**src/rtl/pulse_seq_pkg.sv**
```systemverilog
package pulse_seq_pkg;
  // Per-channel strobes handed from control to datapath
  typedef struct packed {
    logic syncNow;   // emit the sync "1" pulse this tick
    logic shiftNow;  // emit a shift request this tick
  } seqStrobe_t;
endpackage

```
**src/rtl/pulse_seq_ctrl.sv**
```systemverilog
module pulse_seq_ctrl
  import pulse_seq_pkg::*;
#(
  parameter int NUM_CHAN = 2
) (
  input  logic                clk,
  input  logic                rst_n,
  input  logic                gateSet,
  input  logic                tickPulse,
  input  logic [NUM_CHAN-1:0] enWrValid,
  input  logic [NUM_CHAN-1:0] enWrData,
  output seqStrobe_t [NUM_CHAN-1:0] strobes,
  output logic [NUM_CHAN-1:0] enableRd
);

  logic [NUM_CHAN-1:0] enFlag, activeFlag, startFlag;

  for (genvar i = 0; i < NUM_CHAN; i++) begin : g_chan
    logic actMid, startMid, enMid;
    logic syncNow, shiftNow;
    logic actNext, startNext, enNext;

    // Gate-set is resolved first, then the timing pulse acts on the result
    always_comb begin
      actMid   = activeFlag[i];
      startMid = startFlag[i];
      enMid    = enFlag[i];
      if (gateSet) begin
        if (activeFlag[i]) begin
          actMid   = 1'b0;
          startMid = 1'b0;
          enMid    = 1'b0;
        end else if (enFlag[i]) begin
          actMid   = 1'b1;
          startMid = 1'b1;
        end
      end
      syncNow   = tickPulse & actMid & startMid;
      shiftNow  = tickPulse & actMid & ~startMid;
      actNext   = actMid;
      startNext = startMid & ~syncNow;
      enNext    = syncNow ? 1'b0 : enMid;
      if (enWrValid[i]) enNext = enWrData[i];  // software write wins
    end

    always_ff @(posedge clk) begin
      if (!rst_n) begin
        activeFlag[i] <= 1'b0;
        startFlag[i]  <= 1'b0;
        enFlag[i]     <= 1'b0;
      end else begin
        activeFlag[i] <= actNext;
        startFlag[i]  <= startNext;
        enFlag[i]     <= enNext;
      end
    end

    assign strobes[i].syncNow  = syncNow;
    assign strobes[i].shiftNow = shiftNow;
    assign enableRd[i]         = enFlag[i] | activeFlag[i];

    assert_start_within_active_R3: assert property (@(posedge clk) disable iff (!rst_n)
      startFlag[i] |-> activeFlag[i]);

    assert_only_gate_activates_R2: assert property (@(posedge clk) disable iff (!rst_n)
      (!activeFlag[i] && !gateSet) |=> !activeFlag[i]);

    assert_stop_clears_R5: assert property (@(posedge clk) disable iff (!rst_n)
      (gateSet && activeFlag[i] && !enWrValid[i]) |=> (!activeFlag[i] && !enFlag[i]));

    assert_sync_clears_enable_R6: assert property (@(posedge clk) disable iff (!rst_n)
      (strobes[i].syncNow && !enWrValid[i]) |=> (!enFlag[i] && activeFlag[i]));

    assert_write_wins_R10: assert property (@(posedge clk) disable iff (!rst_n)
      enWrValid[i] |=> (enFlag[i] == $past(enWrData[i])));
  end

endmodule

```
**src/rtl/pulse_seq_datapath.sv**
```systemverilog
module pulse_seq_datapath
  import pulse_seq_pkg::*;
#(
  parameter int NUM_CHAN = 2
) (
  input  logic                clk,
  input  logic                rst_n,
  input  seqStrobe_t [NUM_CHAN-1:0] strobes,
  input  logic [NUM_CHAN-1:0] destSel,
  output logic [NUM_CHAN-1:0] syncOnePri,
  output logic [NUM_CHAN-1:0] syncOneAlt,
  output logic [NUM_CHAN-1:0] shiftReq
);

  for (genvar i = 0; i < NUM_CHAN; i++) begin : g_route
    // Select is sampled on every pulse, never latched
    always_ff @(posedge clk) begin
      if (!rst_n) begin
        syncOnePri[i] <= 1'b0;
        syncOneAlt[i] <= 1'b0;
        shiftReq[i]   <= 1'b0;
      end else begin
        syncOnePri[i] <= strobes[i].syncNow & ~destSel[i];
        syncOneAlt[i] <= strobes[i].syncNow &  destSel[i];
        shiftReq[i]   <= strobes[i].shiftNow;
      end
    end

    assert_one_dest_R7: assert property (@(posedge clk) disable iff (!rst_n)
      $onehot0({syncOnePri[i], syncOneAlt[i], shiftReq[i]}));

    assert_dest_follows_sel_R7: assert property (@(posedge clk) disable iff (!rst_n)
      syncOneAlt[i] |-> $past(destSel[i]));
  end

endmodule

```
**src/rtl/pulse_seq_top.sv**
```systemverilog
module pulse_seq_top
  import pulse_seq_pkg::*;
#(
  parameter int NUM_CHAN = 2
) (
  input  logic                clk,
  input  logic                rst_n,
  input  logic                gateSet,
  input  logic                tickPulse,
  input  logic [NUM_CHAN-1:0] enWrValid,
  input  logic [NUM_CHAN-1:0] enWrData,
  input  logic [NUM_CHAN-1:0] destSel,
  output logic [NUM_CHAN-1:0] syncOnePri,
  output logic [NUM_CHAN-1:0] syncOneAlt,
  output logic [NUM_CHAN-1:0] shiftReq,
  output logic [NUM_CHAN-1:0] enableRd
);

  seqStrobe_t [NUM_CHAN-1:0] strobes;

  pulse_seq_ctrl #(.NUM_CHAN(NUM_CHAN)) ctrl_i (
    .clk       (clk),
    .rst_n     (rst_n),
    .gateSet   (gateSet),
    .tickPulse (tickPulse),
    .enWrValid (enWrValid),
    .enWrData  (enWrData),
    .strobes   (strobes),
    .enableRd  (enableRd)
  );

  pulse_seq_datapath #(.NUM_CHAN(NUM_CHAN)) dp_i (
    .clk        (clk),
    .rst_n      (rst_n),
    .strobes    (strobes),
    .destSel    (destSel),
    .syncOnePri (syncOnePri),
    .syncOneAlt (syncOneAlt),
    .shiftReq   (shiftReq)
  );

  assert_pulse_after_tick_R9: assert property (@(posedge clk) disable iff (!rst_n)
    (|(syncOnePri | syncOneAlt | shiftReq)) |-> $past(tickPulse));

endmodule

```
**config.mk**
```make
export PLATFORM = sky130hd
export DESIGN_NAME = pulse_seq_top
export DESIGN_NICKNAME = d
export VERILOG_FILES = /design/src/rtl/pulse_seq_pkg.sv /design/src/rtl/pulse_seq_ctrl.sv /design/src/rtl/pulse_seq_datapath.sv /design/src/rtl/pulse_seq_top.sv
export SDC_FILE = /design/constraint.sdc
export NUM_CORES = 1
export LEC_CHECK = 0
export BUFFER_PORTS_ARGS = -buffer_cell sky130_fd_sc_hd__clkbuf_2
export CORE_AREA = 2 2 39 41
export DETAILED_ROUTE_END_ITERATION = 7
export DIE_AREA = 0 0 41 43
export GPL_TIMING_DRIVEN = 0
export PLACE_DENSITY = 0.75
export SYNTH_ARGS = -nofsm -noshare
export SYNTH_HDL_FRONTEND = slang
export SYNTH_SLANG_ARGS = --single-unit
```
**constraint.sdc**
```tcl
create_clock -name clk -period 0.8 [get_ports clk]
set_input_delay 0.12 -clock clk [delete_from_list [all_inputs] [get_ports clk]]
set_output_delay 0.12 -clock clk [all_outputs]
set_load 0.02 [all_outputs]
```
# Word level (Yosys, flattened, before mapping)
# Cells that the tools add are included.
[word_totals]
inputBits = 10
mem_bits_ro = 0
latchBits = 0
out_inout_bits = 8
mem_count = 0
word_cells = 58
ramBits = 0
register_bits = 12
[op_classes]
add_sub_neg = 0
n_shift = 0
mux = 20
n_reduce_logical = 6
bitwise_logic = 20
magnitude_cmp = 0
n_mul = 0
eq_ne = 0
div_mod_pow = 0
[op_table]
columns = ["op", "count"]
rows = [
  ["$mux 1", 20],
  ["$and 1x1->1", 12],
  ["$reduce_bool 3->1", 4],
  ["$not 1->1", 6],
  ["$reduce_and 2->1", 2],
  ["$or 1x1->1", 2],
]

# Longest topological paths before layout
[logic_depth]
ltp_word = 7
mapped_depth = 4
mapped_depth_nobuf = 3

# Hierarchy
# A second synthesis with hierarchy kept.
[unflattened]
cells_unflattened = 55
hier_area_um2 = 561.8
[modules_own_cells]
columns = ["module", "n_inst", "seq_area_each_um2", "area_each_um2", "cells_per_inst"]
rows = [
  ["pulse_seq_ctrl", 1, 120.1, 396.6, 43],
  ["pulse_seq_datapath", 1, 120.1, 165.2, 12],
]

# Worst setup path before layout
# Ideal clock, no wire load.
[synth_path]
path_type = "reg-to-reg"
start = "register ctrl_i.activeFlag[0]"
end = "register ctrl_i.enFlag[0]"
arrival_time_ns = 0.749
synth_period_minus_slack_ns = 0.867
path_slack_ns = -0.067
n_path_buf = 0
t_required_ns = 0.683
setup_time_ns = 0.117
path_stages_with_launch = 3
path_cell_list = "dfxtp_1 -> o21ai_0 -> a32o_1"
[synth_between]
elab_chain_len = 6
elab_cells_between_ends = 11
cone_classes = "mux (6); bitwise (2); reduce/logical (3)"
[synth_lines]
columns = ["element", "line", "source"]
rows = [
  ["from (decl)", "pulse_seq_ctrl.sv:16", "logic [NUM_CHAN-1:0] enFlag, activeFlag, startFlag;"],
  ["from (signal, indexed assignment)", "pulse_seq_ctrl.sv:52", "activeFlag[i] <= actNext;"],
  ["$mux 1", "pulse_seq_ctrl.sv:29", "if (activeFlag[i]) begin"],
  ["$mux 1", "pulse_seq_ctrl.sv:28", "if (gateSet) begin"],
  ["$and 1x1->1 (2 in series)", "pulse_seq_ctrl.sv:38", "syncNow = tickPulse & actMid & startMid;"],
  ["$reduce_bool 3->1 (no source line) or $mux 1 (tied branches)", "n/a", ""],
  ["$reduce_and 2->1 (no source line) or $mux 1 (tied branches)", "n/a", ""],
  ["to (signal, indexed assignment)", "pulse_seq_ctrl.sv:54", "enFlag[i] <= enNext;"],
  ["to (decl)", "pulse_seq_ctrl.sv:16", ""],
]
# Several ways; a longest one is shown, not always the timed one.
# A chain may end at the register's enable or synchronous reset.

# Worst setup path after layout
[layout_path]
start = "register ctrl_i.activeFlag[0]"
end = "output enableRd[0]"
[layout_between]
elab_chain_len = 1
[layout_lines]
columns = ["element", "line", "source"]
rows = [
  ["$or 1x1->1", "pulse_seq_ctrl.sv:60", "assign enableRd[i] = enFlag[i] | activeFlag[i];"],
  ["to (decl)", "pulse_seq_top.sv:16", "output logic [NUM_CHAN-1:0] enableRd"],
]
# No other way between the ends.

==> flow_summary.ini <==
[global_routing]
grt.total_usage_pct = 15.06
grt_pass1_wl_um = 1835
grt_max_degree = 11
antenna_found_initial = 0
grt_overflow = 0
grt_pass1_vias = 462

[routing]
postRouteAntennaNets = 0
wl_um = 1204
vias_per_cell = 5.194
wl_per_cell_um = 12.95
vias = 483
drt_pass1_iterations = 4
post-route-drc-count = 0
drt_iter0_markers = 4

[die]
die-area_um2 = 1763
core_um2 = 1384
die_w_um = 41
die_height_um = 43
initial_utilization_pct = 38.16
rows = 14
pin_count = 18

[layout]
final_cell_count_no_fill = 93
fin_util_pct = 63.20
num_antenna_cells = 0
layout_common_cells = clkbuf_2, buf_8, nand3b_1, dfxtp_2
drive_gt1_share_pct = 71.43
area.growth.synth_to_final_pct = 65.64
nets = 89

[cts]
cts_buffers = 3
path_clk_slew_ps = 70
cts_tree = yes
clockRootBuffer = clkbuf_4
htree_levels = 1
cts_max_path_buffers = 2
worst_skew_pair.late_latency_ps = 260
clock_sinks = 12
cts_hold_buf = 0

[critical_path]
reg2reg_to = dp_i.syncOnePri[0]$_SDFF_PN0_
path_buf_inv = 2
crit_path_max_fanout = 2
ff2ff_path_depth = 3
critPathArrivalTime_ps = 910
start_kind = flop
path_cells = nor2_4, inv_2, buf_8
rrSetupSlack_ps = -140
cp_slowest_stage_delay_ps = 370
worstPathRequired_ps = 680
path_class = reg -> out
timing.rr.start = ctrl_i.activeFlag[0]$_SDFF_PN0_
cp_top_family = flip-flops
cp_slowest_cell = dfxtp_4
crit_path_end_kind = primary output

[synth]
ys_top_cells_by_area = dfxtp_1, nand3b_1, nand3b_4
synthCells = 52
synth_seq_cells = 12
seq_area_frac_synth_pct = 45.50
syn_nets = 62
ys_types = 21
synthesis.area_um2 = 528.0
yosysWarnings = 0
synth_area_per_cell_um2 = 10.15
synth_top_area_share_pct = 45.50
synth.largest_area_cell = dfxtp_1

[timing]
rsz0062_at_grt = true
setup_viol_count_final = 17
tightest_slew_ps = 243.3
fin_crit_sh_pct = 128.4
clock_skew_ps = 0.2636
hold_viol_final = 0
fmax_mhz = 973.3
setup_slack_ps = -227.4
period_minus_slack_ps = 1027
slew_viol_final = 0
slew_headroom_pct = 83.78

[placed_design]
place_ws_ps = -63.50
io_buffers = 16
finalWeightedCongestion = 0.8094
hpwlAfterDp_um = 704.5
dp.cells = 84

[worst_hold_path]
worstHoldPathCells = 2
hp-class = in -> reg
hold_start = destSel[0]
whs_endpoint = dp_i.syncOnePri[0]$_SDFF_PN0_

[pwr]
p_sw_share_pct = 25.28
power_density_nw_per_um2 = 1354
seqPwrFrac_pct = 52.4
p_clk_share_pct = 30.4
power_w = 0.001184
ir_worst_vdd_uv = 778.0
total_leakage_power_nw = 0.3917
internal-power_w = 0.0008849
combPwrFrac_pct = 17.2
p_switching_w = 0.0002994

[job]
drv_cap = 0

[run_status]
violations = negative setup slack
outcome = finished with violations
==> power groups by stage <==
stage	clock network [W]	logic, W	registers, W
floorplan	0	0.0000778	0.000641
global placement	0	0.000124	0.000642
detailed placement	0	0.000126	0.000642
CTS	0.000361	0.000170	0.000621
global route	0.000423	0.000219	0.000622
finish	0.000360	0.000203	0.000621
==> registers in the layout, indices dropped and copies added (netlist names) <==
name,flops
ctrl_i.activeFlag,2
ctrl_i.enFlag,2
ctrl_i.startFlag,2
dp_i.shiftReq,2
dp_i.syncOneAlt,2
dp_i.syncOnePri,2
==> cell families after synthesis <==
kind of cell,share of synthesized area [%]
buffers and inverters,5.212
AOI/OAI and AO/OA,22.04
and+or+nand+nor,27.25
DFF,45.50
==> final cells by class <==
cell class | instances | area (µm²)
Buffer | 2 | 16.27
Clock buffer | 3 | 22.52
Fill cell | 109 | 509.2
Inverter | 3 | 11.26
Multi-Input combinational cell | 35 | 325.3
Sequential cell | 12 | 262.8
Tap cell | 16 | 20.02
Timing Repair Buffer | 22 | 216.5
==> Yosys cell counts <==
cell type	n
nor3_1	2
a31oi_1	2
a21boi_1	4
buf_2	1
a32o_1	2
o21ai_1	2
nand3b_1	6
a21oi_2	1
dfxtp_1	12
and2b_1	1
nand3b_4	2
nor2_1	2
inv_1	3
o21ai_0	2
a211oi_1	2
and2_1	1
a21oi_1	2
nand2b_1	2
nand2_2	1
nor2b_2	1
buf_6	1
==> routing by layer <==
layer,wire length [µm],GRT usage [%]
met5,0,0
met3,50,4.712
met4,17,6.000
met1,510,18.33
met2,626,23.44
==> repair_timing <==
item	CTS	global route
pin swaps	7	7
setup endpoints to repair	15	20
setup buffers	4	3
gates resized for setup	36	22
==> worst max-delay path by stage <==
| stage | end | slack [ps] | cells past startpoint | start |
|---|---|---|---|---|
| floorplan | dp_i.syncOneAlt[1]$_SDFF_PN0_ | -0.2 | 3 | ctrl_i.activeFlag[1]$_SDFF_PN0_ |
| global placement | dp_i.syncOneAlt[1]$_SDFF_PN0_ | -40 | 3 | ctrl_i.activeFlag[1]$_SDFF_PN0_ |
| detailed placement | dp_i.syncOnePri[1]$_SDFF_PN0_ | -60 | 3 | ctrl_i.activeFlag[1]$_SDFF_PN0_ |
| CTS | enableRd[1] | -240 | 3 | ctrl_i.enFlag[1]$_SDFFE_PN0P_ |
| global route | enableRd[1] | -270 | 3 | ctrl_i.activeFlag[1]$_SDFF_PN0_ |
| finish | enableRd[0] | -230 | 3 | ctrl_i.activeFlag[0]$_SDFF_PN0_ |
==> stage by stage <==
step | hold slack (ps) | cell area [µm²] | setup TNS (ps)
after global placement | 307.9 | 630.6 | -151.1
after floorplan | 198.5 | 530.5 | -0.2234
final | 34.25 | 874.6 | -1591
after global routing | 29.31 | 874.6 | -2423
after CTS | 35.82 | 807.0 | -1450
after detailed placement | 317.1 | 630.6 | -269.8
Note: power is estimated with default switching activity, not from simulation.
